### src/rtl/fwh_pkg.sv
// Package: shared encodings and helpers for the firmware-hub read target.
// Assumes a 4-bit nibble bus and a 28-bit address carried as seven nibbles.
package fwh_pkg;

    localparam logic [3:0] START_RD   = 4'b1101;
    localparam logic [3:0] NIB_WAIT   = 4'b0101;
    localparam logic [3:0] NIB_READY  = 4'b0000;
    localparam logic [3:0] NIB_TURN   = 4'b1111;
    localparam logic [3:0] LEN_ONE    = 4'b0000;
    localparam logic [3:0] LEN_SIXTEEN = 4'b0100;
    localparam logic [3:0] LEN_THIRTY2 = 4'b0101;
    localparam int         ADDR_NIBS  = 7;
    localparam int         LEFT_W     = 5;

    typedef enum logic [3:0] {
        ST_IDLE,
        ST_ID,
        ST_ADDR,
        ST_SIZE,
        ST_HTAR,
        ST_OWN,
        ST_WAIT,
        ST_SYNC,
        ST_DLO,
        ST_DHI,
        ST_ETAR
    } fwh_state_e;

    // True for the three supported length codes.
    function automatic logic len_ok(input logic [3:0] code);
        return (code == LEN_ONE) || (code == LEN_SIXTEEN) || (code == LEN_THIRTY2);
    endfunction

    // Bytes remaining after the first one, for a valid length code.
    function automatic logic [LEFT_W-1:0] extra_bytes(input logic [3:0] code);
        case (code)
            LEN_SIXTEEN: return LEFT_W'(15);
            LEN_THIRTY2: return LEFT_W'(31);
            default:     return '0;
        endcase
    endfunction

endpackage

### src/rtl/fwh_byte_store.sv
// Module: byte array the target reads from.
// Write port is synchronous; read port is combinational so data follows the
// pointer in the same clock. No reset: contents are loaded before use.
module fwh_byte_store #(
    parameter int AW = 6
) (
    input  logic          clk,
    input  logic          wr_en,
    input  logic [AW-1:0] wr_addr,
    input  logic [7:0]    wr_data,
    input  logic [AW-1:0] rd_addr,
    output logic [7:0]    rd_data
);
    localparam int DEPTH = 1 << AW;

    logic [7:0] mem_q [DEPTH];

    // Store one byte per enabled clock.
    always_ff @(posedge clk) begin
        if (wr_en) begin
            mem_q[wr_addr] <= wr_data;
        end
    end

    // Present the addressed byte.
    assign rd_data = mem_q[rd_addr];

endmodule

### src/rtl/fwh_burst_addr.sv
// Module: address capture and burst byte pointer.
// Shifts address nibbles in MSB first and keeps only the low AW bits, so the
// upper address bits never reach the array. On load it copies the captured
// address into the pointer and latches the wrap size. Each step advances the
// pointer by one inside the aligned 16- or 32-byte block. Assumes AW >= 5.
module fwh_burst_addr
    import fwh_pkg::*;
#(
    parameter int AW = 6
) (
    input  logic          clk,
    input  logic          rst_n,
    input  logic          shift_en,
    input  logic [3:0]    nib_in,
    input  logic          load_en,
    input  logic          load_wide,
    input  logic          step_en,
    output logic [AW-1:0] cur_addr
);
    localparam int LOW_WRAP_W  = 4;
    localparam int HIGH_WRAP_W = 5;

    logic [AW-1:0] cap_q;
    logic [AW-1:0] ptr_q;
    logic          wide_q;
    logic [AW-1:0] wrap_mask;
    logic [AW-1:0] ptr_next;

    // Collect address nibbles, most significant first.
    always_ff @(posedge clk) begin
        if (!rst_n) begin
            cap_q <= '0;
        end else if (shift_en) begin
            cap_q <= {cap_q[AW-5:0], nib_in};
        end
    end

    // Choose which low bits roll over during a burst.
    generate
        if (AW > HIGH_WRAP_W) begin : g_wide_store
            assign wrap_mask = wide_q ? {{(AW-HIGH_WRAP_W){1'b0}}, {HIGH_WRAP_W{1'b1}}}
                                      : {{(AW-LOW_WRAP_W){1'b0}}, {LOW_WRAP_W{1'b1}}};
        end else begin : g_narrow_store
            assign wrap_mask = wide_q ? {AW{1'b1}}
                                      : {{(AW-LOW_WRAP_W){1'b0}}, {LOW_WRAP_W{1'b1}}};
        end
    endgenerate

    // Increment inside the block, keeping the block bits fixed.
    assign ptr_next = (ptr_q & ~wrap_mask) | ((ptr_q + AW'(1)) & wrap_mask);

    // Load the start pointer or advance it after each byte.
    always_ff @(posedge clk) begin
        if (!rst_n) begin
            ptr_q  <= '0;
            wide_q <= 1'b0;
        end else if (load_en) begin
            ptr_q  <= cap_q;
            wide_q <= load_wide;
        end else if (step_en) begin
            ptr_q  <= ptr_next;
        end
    end

    assign cur_addr = ptr_q;

endmodule

### src/rtl/fwh_read_fsm.sv
// Module: cycle sequencer for the read target.
// Decodes start, identity, address and length, then sends wait, sync and
// data nibbles for every byte and closes with a turnaround. Outputs are
// decoded from the registered state, so each nibble holds a full clock.
// Assumes the host opens a new cycle only while this block is idle.
module fwh_read_fsm
    import fwh_pkg::*;
(
    input  logic       clk,
    input  logic       rst_n,
    input  logic       frame_n,
    input  logic [3:0] nib_in,
    input  logic [3:0] id_strap,
    input  logic [7:0] rd_data,
    output logic       shift_en,
    output logic       load_en,
    output logic       load_wide,
    output logic       step_en,
    output logic [3:0] nib_out,
    output logic       nib_oe,
    output fwh_state_e state
);
    localparam int CNT_W = $clog2(ADDR_NIBS);

    fwh_state_e        state_q, state_d;
    logic [CNT_W-1:0]  nib_cnt_q, nib_cnt_d;
    logic              wait_cnt_q, wait_cnt_d;
    logic [LEFT_W-1:0] left_q, left_d;

    // Work out the next state and counter values.
    always_comb begin
        state_d    = state_q;
        nib_cnt_d  = nib_cnt_q;
        wait_cnt_d = wait_cnt_q;
        left_d     = left_q;
        shift_en   = 1'b0;
        load_en    = 1'b0;
        step_en    = 1'b0;
        load_wide  = (nib_in == LEN_THIRTY2);
        case (state_q)
            ST_IDLE: begin
                if (!frame_n && nib_in == START_RD) begin
                    state_d = ST_ID;
                end
            end
            ST_ID: begin
                nib_cnt_d = '0;
                state_d   = (nib_in == id_strap) ? ST_ADDR : ST_IDLE;
            end
            ST_ADDR: begin
                shift_en  = 1'b1;
                nib_cnt_d = nib_cnt_q + CNT_W'(1);
                if (nib_cnt_q == CNT_W'(ADDR_NIBS - 1)) begin
                    state_d = ST_SIZE;
                end
            end
            ST_SIZE: begin
                if (len_ok(nib_in)) begin
                    load_en = 1'b1;
                    left_d  = extra_bytes(nib_in);
                    state_d = ST_HTAR;
                end else begin
                    state_d = ST_IDLE;
                end
            end
            ST_HTAR: state_d = ST_OWN;
            ST_OWN: begin
                wait_cnt_d = 1'b0;
                state_d    = ST_WAIT;
            end
            ST_WAIT: begin
                wait_cnt_d = ~wait_cnt_q;
                if (wait_cnt_q) begin
                    state_d = ST_SYNC;
                end
            end
            ST_SYNC: state_d = ST_DLO;
            ST_DLO:  state_d = ST_DHI;
            ST_DHI: begin
                if (left_q == '0) begin
                    state_d = ST_ETAR;
                end else begin
                    left_d     = left_q - LEFT_W'(1);
                    step_en    = 1'b1;
                    wait_cnt_d = 1'b0;
                    state_d    = ST_WAIT;
                end
            end
            ST_ETAR: state_d = ST_IDLE;
            default: state_d = ST_IDLE;
        endcase
    end

    // Register state and counters.
    always_ff @(posedge clk) begin
        if (!rst_n) begin
            state_q    <= ST_IDLE;
            nib_cnt_q  <= '0;
            wait_cnt_q <= 1'b0;
            left_q     <= '0;
        end else begin
            state_q    <= state_d;
            nib_cnt_q  <= nib_cnt_d;
            wait_cnt_q <= wait_cnt_d;
            left_q     <= left_d;
        end
    end

    // Decode the driven nibble and enable from the current state.
    always_comb begin
        nib_out = NIB_TURN;
        nib_oe  = 1'b0;
        case (state_q)
            ST_WAIT: begin nib_out = NIB_WAIT;     nib_oe = 1'b1; end
            ST_SYNC: begin nib_out = NIB_READY;    nib_oe = 1'b1; end
            ST_DLO:  begin nib_out = rd_data[3:0]; nib_oe = 1'b1; end
            ST_DHI:  begin nib_out = rd_data[7:4]; nib_oe = 1'b1; end
            ST_ETAR: begin nib_out = NIB_TURN;     nib_oe = 1'b1; end
            default: begin nib_out = NIB_TURN;     nib_oe = 1'b0; end
        endcase
    end

    assign state = state_q;

endmodule

### src/rtl/fwh_read_target.sv
// Module: top of the firmware-hub read target.
// Joins the sequencer, the address/pointer unit and the byte array. The
// nibble bus is split into input, output and enable; the caller resolves
// the shared lines. The load port only fills the array.
module fwh_read_target
    import fwh_pkg::*;
#(
    parameter int MEM_AW = 6
) (
    input  logic              clk,
    input  logic              rst_n,
    input  logic              frame_n,
    input  logic [3:0]        nib_in,
    input  logic [3:0]        id_strap,
    input  logic              ld_en,
    input  logic [MEM_AW-1:0] ld_addr,
    input  logic [7:0]        ld_data,
    output logic [3:0]        nib_out,
    output logic              nib_oe
);
    logic              shift_en;
    logic              load_en;
    logic              load_wide;
    logic              step_en;
    logic [MEM_AW-1:0] cur_addr;
    logic [7:0]        rd_data;
    fwh_state_e        fsm_state;

    fwh_read_fsm u_fsm (
        .clk       (clk),
        .rst_n     (rst_n),
        .frame_n   (frame_n),
        .nib_in    (nib_in),
        .id_strap  (id_strap),
        .rd_data   (rd_data),
        .shift_en  (shift_en),
        .load_en   (load_en),
        .load_wide (load_wide),
        .step_en   (step_en),
        .nib_out   (nib_out),
        .nib_oe    (nib_oe),
        .state     (fsm_state)
    );

    fwh_burst_addr #(.AW(MEM_AW)) u_addr (
        .clk       (clk),
        .rst_n     (rst_n),
        .shift_en  (shift_en),
        .nib_in    (nib_in),
        .load_en   (load_en),
        .load_wide (load_wide),
        .step_en   (step_en),
        .cur_addr  (cur_addr)
    );

    fwh_byte_store #(.AW(MEM_AW)) u_store (
        .clk     (clk),
        .wr_en   (ld_en),
        .wr_addr (ld_addr),
        .wr_data (ld_data),
        .rd_addr (cur_addr),
        .rd_data (rd_data)
    );

endmodule

### config.mk
export PLATFORM = sky130hd
export DESIGN_NAME = fwh_read_target
export DESIGN_NICKNAME = d
export VERILOG_FILES = /design/src/rtl/fwh_pkg.sv /design/src/rtl/fwh_byte_store.sv /design/src/rtl/fwh_burst_addr.sv /design/src/rtl/fwh_read_fsm.sv /design/src/rtl/fwh_read_target.sv
export SDC_FILE = /design/constraint.sdc
export NUM_CORES = 1
export LEC_CHECK = 0
export ABC_CLOCK_PERIOD_IN_PS = 2300
export CAP_MARGIN = 0
export CORE_UTILIZATION = 30
export DETAILED_ROUTE_END_ITERATION = 6
export DONT_BUFFER_PORTS = 1
export GPL_ROUTABILITY_DRIVEN = 0
export SLEW_MARGIN = 10
export SYNTH_ARGS = -nofsm -noshare
export SYNTH_HDL_FRONTEND = slang
export SYNTH_SLANG_ARGS = --single-unit
export TNS_END_PERCENT = 10
### constraint.sdc
create_clock -name clk -period 2.3 [get_ports clk]
set_input_delay 0.23 -clock clk [delete_from_list [all_inputs] [get_ports clk]]
set_output_delay 0.23 -clock clk [all_outputs]
set_load 0.02 [all_outputs]
Word-level counts from Yosys, hierarchy flattened
Memory sizes are Yosys's and may differ from the RTL's. A register that Yosys moved wholly into a read port is not among the register bits.
Cells that the tools add are included.
{ "word_totals": {"romBits": 0, "latch_bits": 0, "register_bits": 26, "memories": 1, "out_inout_bits": 5, "ram_bits": 512} }
{ "mem_list": {"columns": ["memory", "depth", "word_bits", "read_ports", "rd_clocked_by_memory_dff", "write_ports", "line_no", "text"], "rows": [
  ["u_store.mem_q", 64, 8, 1, 1, 1, "fwh_byte_store.sv:16", "logic [7:0] mem_q [DEPTH];"]
]} }
{ "op_classes": {"addsub": 3, "reduce_logical": 15, "bitwise": 5, "div": 0, "muxes": 28, "n_shift": 0, "mul": 0, "magnitude_cmp": 0, "n_eq_ne": 20} }
{ "ops": {"columns": ["operator", "n"], "rows": [
  ["$pmux W4 S10", 1],
  ["$eq A4 B3 Y1 const B", 6],
  ["$mux W6", 4],
  ["$pmux W5 S2", 2],
  ["$eq A4 B4 Y1 const B", 4],
  ["$mux W4", 4],
  ["$pmux W4 S4", 1],
  ["$mux W5", 3],
  ["$and A6 B6 Y6", 2],
  ["$mux W1", 9],
  ["$eq A4 B2 Y1 const B", 2],
  ["$logic_not A4 Y1", 2],
  ["$ne A2 B1 Y1 const B", 4],
  ["$add A6 B1 Y6 const B", 1],
  ["$not A6 Y6", 1],
  ["$or A6 B6 Y6", 1],
  ["$pmux W3 S2", 1],
  ["$reduce_and A3 Y1", 2],
  ["$reduce_bool A2 Y1", 3],
  ["$logic_not A5 Y1", 1],
  ["$reduce_or A5 Y1", 1],
  ["$sub A5 B1 Y5 const B", 1],
  ["$eq A4 B1 Y1 const B", 1],
  ["$eq A4 B4 Y1", 1],
  ["other kinds (12)", 13]
]} }

Longest topological paths before layout
Gate-level depths: netlist (run 1).
{ "depth": {"ltp_word": 8, "depth_mapped": 10, "ltp_nobuf": 7} }

By module
A second synthesis (run 1) with hierarchy kept.
{ "hier_totals": {"cells_unflattened": 1105, "area_unflattened_um2": 21540.7} }
{ "modules_own_cells": {"columns": ["mod", "seq_area_each_um2", "instances", "area_each_um2", "cells_per_inst"], "rows": [
  ["fwh_byte_store", 15374.7, 1, 20006.7, 932],
  ["fwh_read_fsm", 260.2, 1, 973.4, 117],
  ["fwh_burst_addr", 260.2, 1, 560.5, 56]
]} }

Worst setup path before layout (run 1)
No wires, ideal clock.
{ "synth_timing": {"path_kind": "flip-flop to output port", "startpoint": "register (tool-made name)", "endpoint": "output port nib_out[0]", "stages_incl_launch_ff": 10, "t_required_ns": 2.070, "arrival_ns": 2.053, "path_slack_ns": 0.017, "path_buffers": 4, "cell_sequence": "dfxtp_1 buf_6 buf_6 buf_6 buf_6 mux4_2 mux2i_1 nor2_1 o31ai_1 nand4_1"} }
{ "synth_rtl": {"columns": ["element", "line_no", "text"], "rows": [
  ["to (decl)", "fwh_read_target.sv:18", "output logic [3:0] nib_out,"]
]} }

==> results_dict.tcl, run 1 <==
set metrics [dict create \
    status "finished with violations" \
    violations "negative setup slack" \
    synth_common_cells "512 x edfxtp_1, 114 x mux4_2, 101 x nor2_1" \
    reg2reg_depth 8 \
    maxSlewViolCount 0 \
    io_pins 31 \
    yosysTopAreaCell "edfxtp_1" \
    power_density_mw_per_mm2 747 \
    fin_total_pwr_mw 19.7 \
    die_y_um 271 \
    cts.clk_slew.worst_paths_ns 0.06 \
    drc_errors 0 \
    critPathRequiredTime_ns 2.07 \
    syn_avg_cell_area_um2 19.4 \
    cts_tree "yes" \
    synthToLayoutAreaGrowth_pct 21.3 \
    r2r-start "u_fsm.left_q[0]$_SDFFE_PN0P_" \
    avgViaCountPerCell 4.90 \
    cts_sinks 544 \
    leakage_nw 8.18 \
    crit_arrival_ns 3.07 \
    fp.dieW_um 271 \
    cpPeakStageDelay_ns 0.54 \
    worstSetupEndpointType "output pin" \
    grt_pass1_wl_um 76800 \
    initial_core_util_pct 30.4 \
    die_area_mm2 0.0736 \
    crit_fanout 7 \
    worst_slack_ns -0.996 \
    ys_seq_elements 544 \
    worst_path_max_delay_cell "mux4_2" \
    synth_edf_count 512 \
    grt_max_degree 65 \
    rsz0062_at_grt "true" \
    hold_path.class "in2reg" \
    ys_seq_area_share_pct 73.7 \
    finClkSkew_ns 0.0286 \
    maxCapViolations 0 \
    crit_top_cell "buf_6" \
    routed-via-count 11300 \
    setup_viol 4 \
    yosysMostFrequentCell "edfxtp_1" \
    critPathKind "reg2out" \
    worstHoldPathCells 4 \
    period_share_pct 143 \
    postRouteAntennaNets 0 \
    r2r_slack_ns 0.20 \
    clk_latency_ns 0.61 \
    dr.pass1.iters 6 \
    core_area_mm2 0.0716 \
    cp_top_family "multiplexers" \
    multiInputGateArea_mm2 0.00539 \
    overflow 0 \
    cp_num_buf_inv 4 \
    antenna_found_initial 1 \
    layout_min_cycle_time_ns 3.30 \
    clock-root-buffer "clkbuf_16" \
    syn-num-nets 1151 \
    fp-row-count 98 \
    ir_drop_mv 0.606 \
    hpwlAfterDp_um 32300 \
    nets 1354 \
    drt-total-wl_um 51700 \
    final_hold_viol_count 0 \
    wl_per_cell_um 22.4 \
    fin_util_pct 36.8 \
    critPathLaunchType "flip-flop" \
    synth_cell_type_count 59 \
    synth_flop_cell "edfxtp_1" \
    cts_buffer_depth 3 \
    port_buffers 0 \
    hp-start "nib_in[1]" \
    htreeDepth 2 \
    cts_made_buffers 54 \
    antennaDiodeCount 0 \
    yosys_warnings 0 \
    synthDominantCellAreaShare_pct 70.7 \
    max_freq_mhz 303 \
    grt_pass1_vias 11800 \
    nFillCells 6630 \
    grt_usage_pct 14.0 \
    final-seq-area_mm2 0.0160 \
    drt_iter0_markers 1024 \
    tightest_slew_ns 0.713 \
    netlist_area_mm2 0.0217 \
    async_reset_ff_share_pct 0 \
    whs_endpoint "u_fsm.left_q[3]$_SDFFE_PN0P_" \
    drive_gt1_share_pct 30.2 \
    syn_inst 1120 \
    timing.slew.headroom_pct 52.4 \
    synth.area.top_cells "edfxtp_1 71%, mux4_2 12%, mux2i_1 3.4%, dfxtp_1 2.9%, nor2_1 1.7%" \
    crit_chain "buf_6 > buf_12 > mux4_2 > mux4_2 > mux2i_1 > or2_1 > nand4_1 > buf_6 > buf_6" \
]
## layout make-up
cell class / count / share of cell area [%]
Clock buffer: 67 / 5.39
Clock inverter: 31 / 0.987
Inverter: 5 / 0.0712
Multi-Input combinational cell: 509 / 20.5
Sequential cell: 544 / 60.8
Tap cell: 950 / 4.51
Timing Repair Buffer: 209 / 7.82
## timing repair
action                                  in CTS  in global routing
hold buffers                                26                  0
hold endpoints to repair                   542                  0
resized for setup                           21                 11
buffers inserted                             8                  4
pin swaps                                    4                  3
endpoints found under the setup margin       4                  6
## worst min-delay path: stages
cell     delay (ns)
nor2_1         0.05
nand3_1        0.14
a21o_1         0.13
a21oi_1        0.05
## routing by layer
metal  wire length (um)  part of all wire, %  GRT usage, %  up-vias
met1              22600                   44          19.6     5922
met4               1010                  2.0          4.14        0
met3               3870                  7.5          3.03       64
met2              24200                   47          22.0      389
li1                   -                    -             -     4965
met5                  0                    0             0        -
## report_power, final
part | switching (mW) | internal (mW)
combinational | 0.251 | 0.116
sequential | 0.0158 | 10.9
clock | 3.72 | 4.72
total | 3.99 | 15.7
## flip-flops by register name, summed over array words and instances, names as in the netlist, named ones only
| register | cells |
|---|---|
| u_addr.wide_q | 1 |
| u_addr.cap_q | 6 |
| u_fsm.left_q | 5 |
| u_store.mem_q | 512 |
| u_fsm.state | 4 |
| u_fsm.wait_cnt_q | 1 |
| u_fsm.nib_cnt_q | 3 |
| u_addr.cur_addr | 6 |
## layout by cell type, fill, tap and decap left out, types with 8 or more instances in the layout
cell	count
edfxtp_1	512
buf_4	155
mux4_2	123
nor2_1	101
mux2i_1	67
clkbuf_16	55
dfxtp_1	29
nand2_1	22
buf_12	21
a21oi_1	20
dlygate4sd3_1	18
clkinv_1	16
nor2b_1	14
o21ai_0	14
nand2b_1	12
clkbuf_1	12
nand3_1	10
nor3_1	9
a221oi_1	8
nand3b_1	8
a22oi_1	8
buf_16	8
## worst max-delay path by stage
stage | to | slack [ns] | start | cells past startpoint
2_1_floorplan | nib_out[0] | 0.02 | flip-flop | 9
3_3_place_gp | nib_out[2] | -0.49 | flip-flop | 9
3_5_place_dp | nib_out[2] | -0.47 | flip-flop | 9
4_1_cts | nib_out[3] | -1.04 | flip-flop | 8
5_1_grt | nib_out[1] | -1.08 | flip-flop | 9
6_report | nib_out[1] | -1.0 | flip-flop | 9
## per-stage QoR
step | hold slack (ns) | setup TNS [ns] | cell area, um^2 | setup slack (ns) | cells
4_1_cts | 0.00223 | -4.06 | 26300 | -1.04 | 2311
5_1_grt | 0.0482 | -4.21 | 26400 | -1.08 | 2315
3_5_place_dp | 0.338 | -1.72 | 24100 | -0.471 | 2179
2_1_floorplan | 0.329 | 0 | 21700 | 0.0170 | 1120
6_report | 0.0345 | -3.92 | 26400 | -0.996 | 2315
3_3_place_gp | 0.340 | -1.71 | 24100 | -0.494 | 2179
## kinds of logic (layout without fill, tap and decap cells)
logic type	Yosys count	in the layout	share of synthesized area (%)
fa+ha+maj	5	5	0.288
compound gates	84	84	2.57
simple gates	211	211	4.76
xor+xnor	5	5	0.201
buf+inv	67	312	1.71
mux	204	204	16.8
flops	544	544	73.7
Note: power is estimated with default switching activity, not from simulation.
==> run 2: changes to the inputs <==
- CELL_PAD_IN_SITES_DETAIL_PLACEMENT: default -> 0
- CELL_PAD_IN_SITES_GLOBAL_PLACEMENT: default -> 2
- CORE_MARGIN: default -> 3
- PLACE_DENSITY_LB_ADDON: default -> 0.1
- REMOVE_ABC_BUFFERS: default -> 1
==> results_dict.tcl, run 2 (same netlist as run 1, synthesis figures left out) <==
set metrics [dict create \
    crit_fanout 6 \
    htreeDepth 2 \
    timing.rr.end "u_fsm.left_q[0]$_SDFFE_PN0P_" \
    layout_min_cycle_time_ns 3.29 \
    rsz0062_at_grt "true" \
    antennaDiodeCount 0 \
    p_int_mw 16.4 \
    antenna_found_initial 2 \
    r2r_slack_ns 0.27 \
    top_register "u_store.mem_q" \
    status "finished with violations" \
    nets 1405 \
    worst_slack_ns -0.991 \
    grt_max_degree 65 \
    crit_cells 9 \
    io_pins 31 \
    ir_drop_mv 0.543 \
    reg2reg_depth 8 \
    core_area_mm2 0.0716 \
    hpwlAfterDp_um 38000 \
    layout_common_cells "512 x edfxtp_1, 192 x buf_4, 117 x mux4_2" \
    routed-via-count 11300 \
    violations "negative setup slack" \
    worstSetupEndpointType "output pin" \
    worstHoldPathCells 2 \
    crit_top_cell "buf_12" \
    cts.clk_slew.worst_paths_ns 0.06 \
    max_freq_mhz 304 \
    maxCapViolations 0 \
    clock-root-buffer "clkbuf_16" \
    drc_errors 0 \
    cpPeakStageDelay_ns 0.51 \
    p_clk_share_pct 45.3 \
    wl_per_cell_um 25.0 \
    die_area_mm2 0.0757 \
    drt_iter0_markers 855 \
    setup_viol 4 \
    drive_gt1_share_pct 32.8 \
    grt_usage_pct 16.0 \
    cts_tree "yes" \
    final_hold_viol_count 0 \
    worst_path_max_delay_cell "mux4_2" \
    largest_reg_flops 512 \
    cts_made_buffers 60 \
    postRouteAntennaNets 0 \
    tightest_slew_ns 0.712 \
    combPwrFrac_pct 1.9 \
    dp_cells 2211 \
    fp.dieW_um 275 \
    p_seq_share_pct 52.8 \
    timing.slew.headroom_pct 52.4 \
    cts_buffer_depth 3 \
    grt_pass1_vias 11800 \
    fp-row-count 98 \
    critPathLaunchType "flip-flop" \
    period_share_pct 143 \
    swShare_pct 20.4 \
    port_buffers 0 \
    cp_num_buf_inv 4 \
    cts_sinks 544 \
    overflow 0 \
    hold_path.class "in2reg" \
    avgViaCountPerCell 4.76 \
    crit_chain "buf_12 > buf_12 > buf_12 > mux4_2 > nor4_1 > nor3_1 > a31oi_2 > nand4_1 > buf_6" \
    cp_top_family "simple AND/OR/NAND/NOR gates" \
    initial_core_util_pct 30.4 \
    grt_pass1_wl_um 86700 \
    fin_cells 2373 \
    finClkSkew_ns 0.00463 \
    critPathRequiredTime_ns 2.07 \
    synthToLayoutAreaGrowth_pct 24.7 \
    net-switching-power_mw 4.21 \
    mostFrequentLayoutCell "edfxtp_1" \
    maxSlewViolCount 0 \
    tns_ns -3.82 \
    crit_arrival_ns 3.06 \
    critPathKind "reg2out" \
    power_density_mw_per_mm2 761 \
    leakage_nw 8.62 \
    drt-total-wl_um 59300 \
    clk_latency_ns 0.62 \
    crit_path_end "nib_out[2]" \
    die_y_um 275 \
    r2r-start "u_fsm.left_q[0]$_SDFFE_PN0P_" \
    dr.pass1.iters 6 \
]
## run 2: cell count changes in the layout (fill, tap and decap cells not counted), sizes merged
| cell | delta |
|---|---|
| buf | +43 |
| clkbuf | +9 |
| clkinv | +4 |
| clkinvlp | -3 |
| bufinv | +2 |
| inv | +2 |
| bufbuf | +1 |
## run 2: area by class of cell
cell class	instances	area, um^2
sequential	544	16000
clock inverter	36	328
inverter	5	18.8
timing repair buffer	254	2530
multi-input combinational	509	5440
clock buffer	75	1580
tap	950	1190
fill	6592	44500
## run 2: layer usage
layer  vias up  wire length [um]  GRT usage [%]
li1       5084                 -              -
met4         0              1040           3.39
met1      5927             28300           23.0
met5         -                 0              0
met3        75              2440           3.01
met2       203             27600           25.4
## run 2: power by group through the flow
stage,clock (mW),sequential [mW],combinational (mW)
floorplan,0,11.1,0.0860
global placement,0,11.1,0.159
detailed placement,0,11.1,0.158
CTS,9.68,10.9,0.392
global route,10.1,10.9,0.419
finish,9.35,10.9,0.382
## run 2: repair_timing
action	4_1_cts	5_1_grt
buffers inserted	20	4
hold buffers	26	0
resized for setup	14	22
cloned	2	1
endpoints found under the setup margin	4	5
endpoints found under the hold margin	545	0
pin swaps	4	8
## run 2: worst min path at each step
stage,startpoint,slack [ns],endpoint
floorplan,ld_data[0],0.33,u_store.mem_q[0][0]$_DFFE_PP_
global route,ld_addr[3],0.04,u_store.mem_q[23][3]$_DFFE_PP_
finish,ld_addr[3],0.06,u_store.mem_q[21][3]$_DFFE_PP_
CTS,ld_addr[3],0.007,u_store.mem_q[23][3]$_DFFE_PP_
global placement,ld_data[3],0.34,u_store.mem_q[59][3]$_DFFE_PP_
detailed placement,ld_data[3],0.34,u_store.mem_q[59][3]$_DFFE_PP_
## run 2: worst reg2reg max path: cells and delay by family, from the launching register on
kind,cells,cell delay [ns]
compound gates,1,0.26
fa+ha+maj,1,0.14
simple gates,4,0.89
buf+inv,2,0.30
flops,1,0.34
## run 2: per-stage QoR
stage / hold slack, ns / instance area, um^2 / utilization, % / total power [mW] / worst slack (ns)
after floorplan: 0.329 / 21400 / - / 11.2 / -4.04
after global placement: 0.338 / 24400 / 34.0 / 11.3 / -0.597
after detailed placement: 0.339 / 24400 / 34.0 / 11.3 / -0.512
after CTS: 0.00710 / 27000 / 37.7 / 21.0 / -1.06
after global routing: 0.0394 / 27100 / 37.9 / 21.4 / -1.11
final: 0.0573 / 27100 / 37.9 / 20.6 / -0.991
